### config.mk
export PLATFORM = sky130hd
export DESIGN_NAME = quad_dma_engine
export DESIGN_NICKNAME = d
export VERILOG_FILES = /design/src/rtl/dma4_pkg.sv /design/src/rtl/dma4_prio_pick.sv /design/src/rtl/dma4_chan_regs.sv /design/src/rtl/dma4_xfer_fsm.sv /design/src/rtl/quad_dma_engine.sv
export SDC_FILE = /design/constraint.sdc
export NUM_CORES = 1
export LEC_CHECK = 0
export BUFFER_PORTS_ARGS = -buffer_cell sky130_fd_sc_hd__buf_2
export CAP_MARGIN = 5
export CORE_UTILIZATION = 26
export DETAILED_ROUTE_END_ITERATION = 10
export HOLD_SLACK_MARGIN = 0.1
export SYNTH_ARGS = -nofsm -noshare
export SYNTH_HDL_FRONTEND = slang
export SYNTH_SLANG_ARGS = --single-unit
export TNS_END_PERCENT = 5
### constraint.sdc
create_clock -name clk -period 2.6 [get_ports clk]
set_clock_uncertainty 0.1 [all_clocks]
set_input_delay 0.52 -clock clk [delete_from_list [all_inputs] [get_ports clk]]
set_output_delay 0.52 -clock clk [all_outputs]
set_load 0.02 [all_outputs]
### src/rtl/dma4_pkg.sv
package dma4_pkg;
    localparam int DMA_CH_DEF   = 4;
    localparam int DMA_AW_DEF   = 16;
    localparam int DMA_CW_DEF   = 14;
    localparam int DMA_BYTE_W   = 8;

    typedef enum logic [2:0] {
        ST_IDLE = 3'd0,
        ST_HOLD = 3'd1,
        ST_T1   = 3'd2,
        ST_T2   = 3'd3,
        ST_T3   = 3'd4,
        ST_T4   = 3'd5
    } dma_state_t;
endpackage

### src/rtl/dma4_prio_pick.sv
module dma4_prio_pick #(
    parameter int N_CH = 4,
    localparam int CH_W = (N_CH > 1) ? $clog2(N_CH) : 1
) (
    input  logic [N_CH-1:0] eligible,
    output logic            any_elig,
    output logic [CH_W-1:0] win_idx
);
    // Scan from the lowest priority upward so the lowest index is written last.
    always_comb begin
        any_elig = 1'b0;
        win_idx  = '0;
        for (int i = N_CH - 1; i >= 0; i--) begin
            if (eligible[i]) begin
                any_elig = 1'b1;
                win_idx  = i[CH_W-1:0];
            end
        end
    end
endmodule

### src/rtl/dma4_chan_regs.sv
module dma4_chan_regs #(
    parameter int N_CH   = 4,
    parameter int ADDR_W = 16,
    parameter int CNT_W  = 14,
    localparam int DW    = 8,
    localparam int CH_W  = (N_CH > 1) ? $clog2(N_CH) : 1,
    localparam int PAD_W = DW - N_CH
) (
    input  logic                          clk,
    input  logic                          rst_n,
    input  logic                          wr_en,
    input  logic [CH_W-1:0]               wr_ch,
    input  logic                          wr_sel,
    input  logic [DW-1:0]                 wr_data,
    input  logic                          rd_en,
    input  logic                          upd,
    input  logic [CH_W-1:0]               upd_ch,
    output logic [N_CH-1:0][ADDR_W-1:0]   ch_addr,
    output logic [N_CH-1:0][CNT_W-1:0]    ch_cnt,
    output logic [N_CH-1:0]               ch_dir,
    output logic [N_CH-1:0]               ch_armed,
    output logic [DW-1:0]                 rdata
);
    logic            hi_sel;
    logic [N_CH-1:0] tc_flags;
    logic [N_CH-1:0] tc_set;
    logic            unused_bits;

    assign unused_bits = ^wr_data[DW-2:CNT_W-DW];

    // Shared byte pointer: toggles per accepted write, reset by a status read.
    always_ff @(posedge clk or negedge rst_n) begin
        if (!rst_n) begin
            hi_sel <= 1'b0;
        end else if (rd_en) begin
            hi_sel <= 1'b0;
        end else if (wr_en) begin
            hi_sel <= ~hi_sel;
        end
    end

    for (genvar c = 0; c < N_CH; c++) begin : g_chan
        logic [ADDR_W-1:0] addr_q;
        logic [CNT_W-1:0]  cnt_q;
        logic              dir_q;
        logic              armed_q;
        logic              hit_wr;
        logic              hit_upd;

        assign hit_wr  = wr_en && (wr_ch == c[CH_W-1:0]);
        assign hit_upd = upd && (upd_ch == c[CH_W-1:0]);
        assign tc_set[c] = hit_upd && (cnt_q == '0);

        always_ff @(posedge clk or negedge rst_n) begin
            if (!rst_n) begin
                addr_q  <= '0;
                cnt_q   <= '0;
                dir_q   <= 1'b0;
                armed_q <= 1'b0;
            end else if (hit_upd) begin
                addr_q <= addr_q + 1'b1;
                if (cnt_q == '0) begin
                    armed_q <= 1'b0;
                end else begin
                    cnt_q <= cnt_q - 1'b1;
                end
            end else if (hit_wr) begin
                if (!wr_sel) begin
                    if (!hi_sel) begin
                        addr_q[DW-1:0] <= wr_data;
                    end else begin
                        addr_q[ADDR_W-1:DW] <= wr_data[ADDR_W-DW-1:0];
                    end
                end else begin
                    if (!hi_sel) begin
                        cnt_q[DW-1:0] <= wr_data;
                    end else begin
                        cnt_q[CNT_W-1:DW] <= wr_data[CNT_W-DW-1:0];
                        dir_q   <= wr_data[DW-1];
                        armed_q <= 1'b1;
                    end
                end
            end
        end

        assign ch_addr[c]  = addr_q;
        assign ch_cnt[c]   = cnt_q;
        assign ch_dir[c]   = dir_q;
        assign ch_armed[c] = armed_q;
    end

    // A read clears the flags, but a flag set in the same cycle survives.
    always_ff @(posedge clk or negedge rst_n) begin
        if (!rst_n) begin
            tc_flags <= '0;
            rdata    <= '0;
        end else begin
            tc_flags <= (rd_en ? '0 : tc_flags) | tc_set;
            if (rd_en) begin
                rdata <= {{PAD_W{1'b0}}, tc_flags};
            end
        end
    end
endmodule

### src/rtl/dma4_xfer_fsm.sv
module dma4_xfer_fsm
    import dma4_pkg::*;
#(
    parameter int N_CH = 4,
    localparam int CH_W = (N_CH > 1) ? $clog2(N_CH) : 1
) (
    input  logic            clk,
    input  logic            rst_n,
    input  logic            pending,
    input  logic            hold_ack,
    input  logic [CH_W-1:0] win_idx,
    output dma_state_t      state,
    output logic [CH_W-1:0] cur_ch,
    output logic            hold_req,
    output logic            xfer_active,
    output logic            strobe_on,
    output logic            upd
);
    dma_state_t nxt;

    always_ff @(posedge clk or negedge rst_n) begin
        if (!rst_n) begin
            state <= ST_IDLE;
        end else begin
            state <= nxt;
        end
    end

    // Winner is frozen at the moment the bus is granted.
    always_ff @(posedge clk or negedge rst_n) begin
        if (!rst_n) begin
            cur_ch <= '0;
        end else if (state == ST_HOLD && hold_ack && pending) begin
            cur_ch <= win_idx;
        end
    end

    always_comb begin
        nxt = state;
        unique case (state)
            ST_IDLE: nxt = pending ? ST_HOLD : ST_IDLE;
            ST_HOLD: begin
                if (!pending) begin
                    nxt = ST_IDLE;
                end else if (hold_ack) begin
                    nxt = ST_T1;
                end else begin
                    nxt = ST_HOLD;
                end
            end
            ST_T1:   nxt = ST_T2;
            ST_T2:   nxt = ST_T3;
            ST_T3:   nxt = ST_T4;
            ST_T4:   nxt = ST_IDLE;
            default: nxt = ST_IDLE;
        endcase
    end

    always_comb begin
        hold_req    = 1'b0;
        xfer_active = 1'b0;
        strobe_on   = 1'b0;
        upd         = 1'b0;
        unique case (state)
            ST_IDLE: ;
            ST_HOLD: hold_req = 1'b1;
            ST_T1: begin
                hold_req    = 1'b1;
                xfer_active = 1'b1;
            end
            ST_T2, ST_T3: begin
                hold_req    = 1'b1;
                xfer_active = 1'b1;
                strobe_on   = 1'b1;
            end
            ST_T4: begin
                hold_req    = 1'b1;
                xfer_active = 1'b1;
                upd         = 1'b1;
            end
            default: ;
        endcase
    end
endmodule

### src/rtl/quad_dma_engine.sv
module quad_dma_engine
    import dma4_pkg::*;
#(
    parameter int N_CH   = DMA_CH_DEF,
    parameter int ADDR_W = DMA_AW_DEF,
    parameter int CNT_W  = DMA_CW_DEF,
    localparam int CH_W  = (N_CH > 1) ? $clog2(N_CH) : 1,
    localparam int RA_W  = CH_W + 1
) (
    input  logic              clk,
    input  logic              rst_n,
    input  logic              reg_wr,
    input  logic              reg_rd,
    input  logic [RA_W-1:0]   reg_addr,
    input  logic [7:0]        reg_wdata,
    output logic [7:0]        reg_rdata,
    input  logic [N_CH-1:0]   chan_req,
    output logic [N_CH-1:0]   chan_ack_n,
    output logic              hold_req,
    input  logic              hold_ack,
    output logic [ADDR_W-1:0] bus_addr,
    output logic              mem_rd_n,
    output logic              mem_wr_n,
    output logic              io_rd_n,
    output logic              io_wr_n,
    output logic              last_xfer
);
    logic [N_CH-1:0][ADDR_W-1:0] ch_addr;
    logic [N_CH-1:0][CNT_W-1:0]  ch_cnt;
    logic [N_CH-1:0]             ch_dir;
    logic [N_CH-1:0]             ch_armed;
    logic [N_CH-1:0]             eligible;
    logic                        any_elig;
    logic [CH_W-1:0]             win_idx;
    logic [CH_W-1:0]             cur_ch;
    dma_state_t                  state;
    logic                        xfer_active;
    logic                        strobe_on;
    logic                        upd;
    logic                        host_wr_ok;
    logic                        cur_dir;

    // Host loses register access while the bus is requested or held.
    assign host_wr_ok = reg_wr && !hold_req;
    assign eligible   = chan_req & ch_armed;

    dma4_chan_regs #(
        .N_CH   (N_CH),
        .ADDR_W (ADDR_W),
        .CNT_W  (CNT_W)
    ) regs_i (
        .clk      (clk),
        .rst_n    (rst_n),
        .wr_en    (host_wr_ok),
        .wr_ch    (reg_addr[RA_W-1:1]),
        .wr_sel   (reg_addr[0]),
        .wr_data  (reg_wdata),
        .rd_en    (reg_rd),
        .upd      (upd),
        .upd_ch   (cur_ch),
        .ch_addr  (ch_addr),
        .ch_cnt   (ch_cnt),
        .ch_dir   (ch_dir),
        .ch_armed (ch_armed),
        .rdata    (reg_rdata)
    );

    dma4_prio_pick #(.N_CH(N_CH)) pick_i (
        .eligible (eligible),
        .any_elig (any_elig),
        .win_idx  (win_idx)
    );

    dma4_xfer_fsm #(.N_CH(N_CH)) fsm_i (
        .clk         (clk),
        .rst_n       (rst_n),
        .pending     (any_elig),
        .hold_ack    (hold_ack),
        .win_idx     (win_idx),
        .state       (state),
        .cur_ch      (cur_ch),
        .hold_req    (hold_req),
        .xfer_active (xfer_active),
        .strobe_on   (strobe_on),
        .upd         (upd)
    );

    for (genvar c = 0; c < N_CH; c++) begin : g_ack
        assign chan_ack_n[c] = !(xfer_active && (cur_ch == c[CH_W-1:0]));
    end

    assign cur_dir   = ch_dir[cur_ch];
    assign bus_addr  = xfer_active ? ch_addr[cur_ch] : '0;
    assign last_xfer = xfer_active && (ch_cnt[cur_ch] == '0);
    assign mem_rd_n  = !(strobe_on && cur_dir);
    assign io_wr_n   = !(strobe_on && cur_dir);
    assign io_rd_n   = !(strobe_on && !cur_dir);
    assign mem_wr_n  = !(strobe_on && !cur_dir);
endmodule

==> results by group <==
Status
  – Outcome: complete, but fails checks
  – Failing checks: negative setup slack

CTS
  – CTS buffer count: 17
  – Max H-tree Level: 4
  – CTS tree: done
  – Skew-Pair Late Insertion Delay: around 0.44 ns
  – Root Buffer: clkbuf_16
  – TritonCTS Sinks: ~140
  – Max clock buf depth: 2
  – Reg clk slew, reported paths: 0.06 ns
  – Post-CTS setup buffer count: 0

Timing
  – PnR worst setup slack: -0.338 ns
  – Worst slew pin tran: 0.700 ns
  – # setup viols final: 17
  – Min cycle time layout: approximately 2.9 ns
  – Final worst-path cycle share: 113%
  – Final Hold Fails: 0
  – RSZ-0062 raised after global routing: true
  – Slew margin rel.: 53.0%
  – Final Max Tran Viols: 0
  – Fmax: roughly 0.34 GHz

GRT
  – Overall routing resource usage: 17.7%
  – Initial antenna violation count: 0
  – Global route overflow: 0
  – Number of global-route vias before repair: between 8000 and 9000
  – First-pass GRT wire length: approximately 49000 um
  – Largest net degree at the start of global routing: 50

Floorplan
  – Starting Density: 26.5%
  – Placeable Area: 34600 um2
  – Die H: about 190 um
  – Die width: roughly 190 um
  – Die Area: between 30000 and 40000 um2
  – I/O Pins: 54
  – Rows: 68

Run
  – Maxcap violations: 0

Pwr
  – Max IR drop VDD: slightly below 0.0005 V
  – Leak pwr: between 4 and 5 nW
  – PD cells: ~1100 nW/um2
  – Pwr Total: approximately 0.012 W

Final layout
  – Area delta synth->final: 20.8%
  – Final core occ: approximately a third
  – Fillers: 3583
  – Fin cells: 1610
  – Layout cell share with drive strength beyond 1: approximately 19%
  – Fin nets: 1173

Worst setup path
  – Crit path kind: reg -> out
  – Worst EP arrival: about 2.3 ns
  – R2r startpoint: fsm_i.state[2]
  – Crit-path max cell delay: around 0.54 ns
  – Worst r2r path cells: 6
  – Worst path slowest cell: or4_4
  – R2r endpoint: regs_i.g_chan[0].addr_q[10]
  – Worst path required time: between 1.5 and 2 ns
  – Critical-path cell list: or4_4 -> or2_4 -> nor3_4 -> a211oi_2 -> a211oi_2 -> buf_4
  – Bufs and invs on worst path: 1
  – CP dominant cell by count: a211oi_2
  – Crit Path Max Fanout: 2
  – CP delay by family, top: simple AND/OR/NAND/NOR gates
  – Crit path from: regs_i.g_chan[0].cnt_q[3]
  – CP endpoint kind: primary output
  – Reg2reg setup slack: ~0.07 ns
  – Startpoint Class: flop

Routing
  – # DRC: 0
  – DR WL/cell: 19.4 um
  – Detailed-route via count: 9089
  – Vias per inst: ~5.6
  – WL final: 31200 um
  – Initial DRC count: about 1200
  – DRT Pass-1 Iters: 5
  – Antenna Nets Post-Route: 0

Synthesis
  – Syn Area/Cell: between 8 and 9 um2
  – Post-Synth XOR/XNOR Area: less than 1%
  – Cell Area, Synth: between 9000 and 10000 um2
  – Post-synth EDFFs: 0
  – Fraction of registers with async set/reset: 100%
  – Synth Area in Simple Gates: between 20% and 30%
  – Area share of the largest cell type after synthesis: between 30% and 40%
  – Largest family of logic cells by synthesized area: compound AO/OA/AOI/OAI gates
  – Top_reg_cell synth: dfrtp_1
  – Sequential element share of the synthesized area: 38.8%
  – Top post-synthesis cells by area: dfrtp_1, nor2_1, nand2_1
  – Cells after Synth: 1055
  – Adder-cell share of the synthesized area: ~1.6%
  – Distinct cells, synth: 82
  – Largest area contributor in the netlist: dfrtp_1
  – Synth warn: 0
  – Register bit count reported by yosys: between 100 and 150
  – Mux share of post-synthesis cell area: ~5.5%
  – Compound-Gate Fraction of Synth Area: between 20% and 30%

Placement
  – Routability cong.: 0.907
  – I/O Buffers: 49
  – DP HPWL: between 20000 and 25000 um
  – Dpl cells: 1577

Worst hold path
  – Hold path depth: 3
  – WHS Endpoint: fsm_i.cur_ch[1]
  – Min-delay worst type: in -> reg
  – Hold path start: chan_req[0]
==> cells in the mapped netlist (all sizes together), types with 7 or more instances <==
cell type and n:
a211oi 7, ha 12, a21o 7, and4 7
a22o 16, clkbuf 44, o22a 20, nor3 27
nand2 107, dfrtp 142, nand2b 9, nand4 16
o31ai 10, a31oi 27, nor2 117, mux2 9
mux4 17, a21oi 72, o21ai 70, o211ai 8
nor2b 22, buf 26, o22ai 22, a221oi 7
or3 10, nor4 11, and3 18, a2bb2oi 7
nand3 43, inv 25, and2 10
==> worst reg2reg max path, stage by stage (launching register included) <==
cell and delay, ns:
dfrtp_1 0.58, nor2b_1 0.50, nand2_1 0.19, buf_4 0.24
nor2_1 0.39, a21oi_1 0.14, a221oi_1 0.28
==> cell families (layout without fill, tap and decap cells) <==
family / after synthesis / in the layout
adders and majority gates: 12 / 12
and+or+nand+nor: 422 / 422
other: 1 / 5
xor gates and xnor gates: 2 / 2
DFF: 142 / 142
buffers and inverters: 95 / 191
AOI/OAI and AO/OA: 353 / 353
muxes: 28 / 28
==> placed cells by master, fill, tap and decap left out, drive strengths merged, types with 8 or more instances in the layout <==
cell type | netlist | layout
nand2 | 107 | 107
or3 | 10 | 10
mux2 | 9 | 9
a21oi | 72 | 72
nor3 | 27 | 27
mux4 | 17 | 17
nor2 | 117 | 117
nor2b | 22 | 22
o31ai | 10 | 10
buf | 26 | 133
and3 | 18 | 18
o211ai | 8 | 8
o22a | 20 | 20
inv | 25 | 27
nand3 | 43 | 43
a22o | 16 | 16
nand2b | 9 | 9
ha | 12 | 12
clkbuf | 44 | 20
dfrtp | 142 | 142
a31oi | 27 | 27
and2 | 10 | 10
nor4 | 11 | 11
o21ai | 70 | 70
o22ai | 22 | 22
nand4 | 16 | 16
==> cell type report <==
| class | instances | area [um2] | area share, % |
|---|---|---|---|
| multi-input cells | 821 | 5300 | 47.9 |
| repair buffers | 134 | 983 | 8.88 |
| inverters | 25 | 93.8 | 0.847 |
| well taps | 455 | 569 | 5.14 |
| flip-flops and latches | 142 | 3550 | 32.1 |
| clock inverters | 12 | 113 | 1.02 |
| clock buffers | 20 | 457 | 4.12 |
| diodes | 1 | 2.50 | 0.0226 |
==> how the worst max path moves through the flow <==
stage	to	slack, ns	cells past startpoint
after floorplan	last_xfer	0.07	6
after global placement	last_xfer	-0.20	7
after detailed placement	last_xfer	-0.09	7
after CTS	last_xfer	-0.35	6
after global routing	last_xfer	-0.43	6
final	last_xfer	-0.34	6
==> metal layers <==
layer | share of wire [%] | vias to the layer above | track usage, %
met1 | 46 | 4481 | 25.2
met4 | 2.7 | 0 | 6.17
li1 | - | 4172 | -
met2 | 45 | 377 | 26.5
met5 | 0 | - | 0
met3 | 7.2 | 59 | 3.58
==> metrics by stage <==
step / hold WS, ns / setup TNS [ns] / worst slack (ns) / instance area (um2)
final: 0.314 / -1.03 / -0.338 / 11100
after global routing: 0.328 / -2.64 / -0.430 / 11100
after CTS: 0.302 / -1.53 / -0.349 / 11000
after detailed placement: 0.389 / -0.0855 / -0.0855 / 10400
after global placement: 0.381 / -0.203 / -0.203 / 10400
after floorplan: 0.124 / 0 / 0.0722 / 9180
==> timing repair <==
item / in CTS / in global routing
endpoints found under the hold margin: 41 / 0
gates resized for setup: 11 / 10
hold buffers: 1 / 0
setup endpoints to repair: 20 / 26
pin swaps: 4 / 0
==> power breakdown <==
group          internal [W]  switching [W]  leakage [nW]
Clock               0.00137        0.00104         0.277
Combinational       0.00238        0.00268          2.50
Sequential          0.00320        0.00137          1.71
==> registers in the layout, summed over array words and instances, names as in the netlist <==
| signal | count |
|---|---|
| regs_i.tc_flags | 4 |
| regs_i.rdata | 4 |
| regs_i.g_chan.armed_q | 4 |
| regs_i.hi_sel | 1 |
| regs_i.g_chan.cnt_q | 56 |
| regs_i.g_chan.addr_q | 64 |
| fsm_i.state | 3 |
| regs_i.g_chan.dir_q | 4 |
| fsm_i.cur_ch | 2 |
Note: power is estimated with default switching activity, not from simulation.
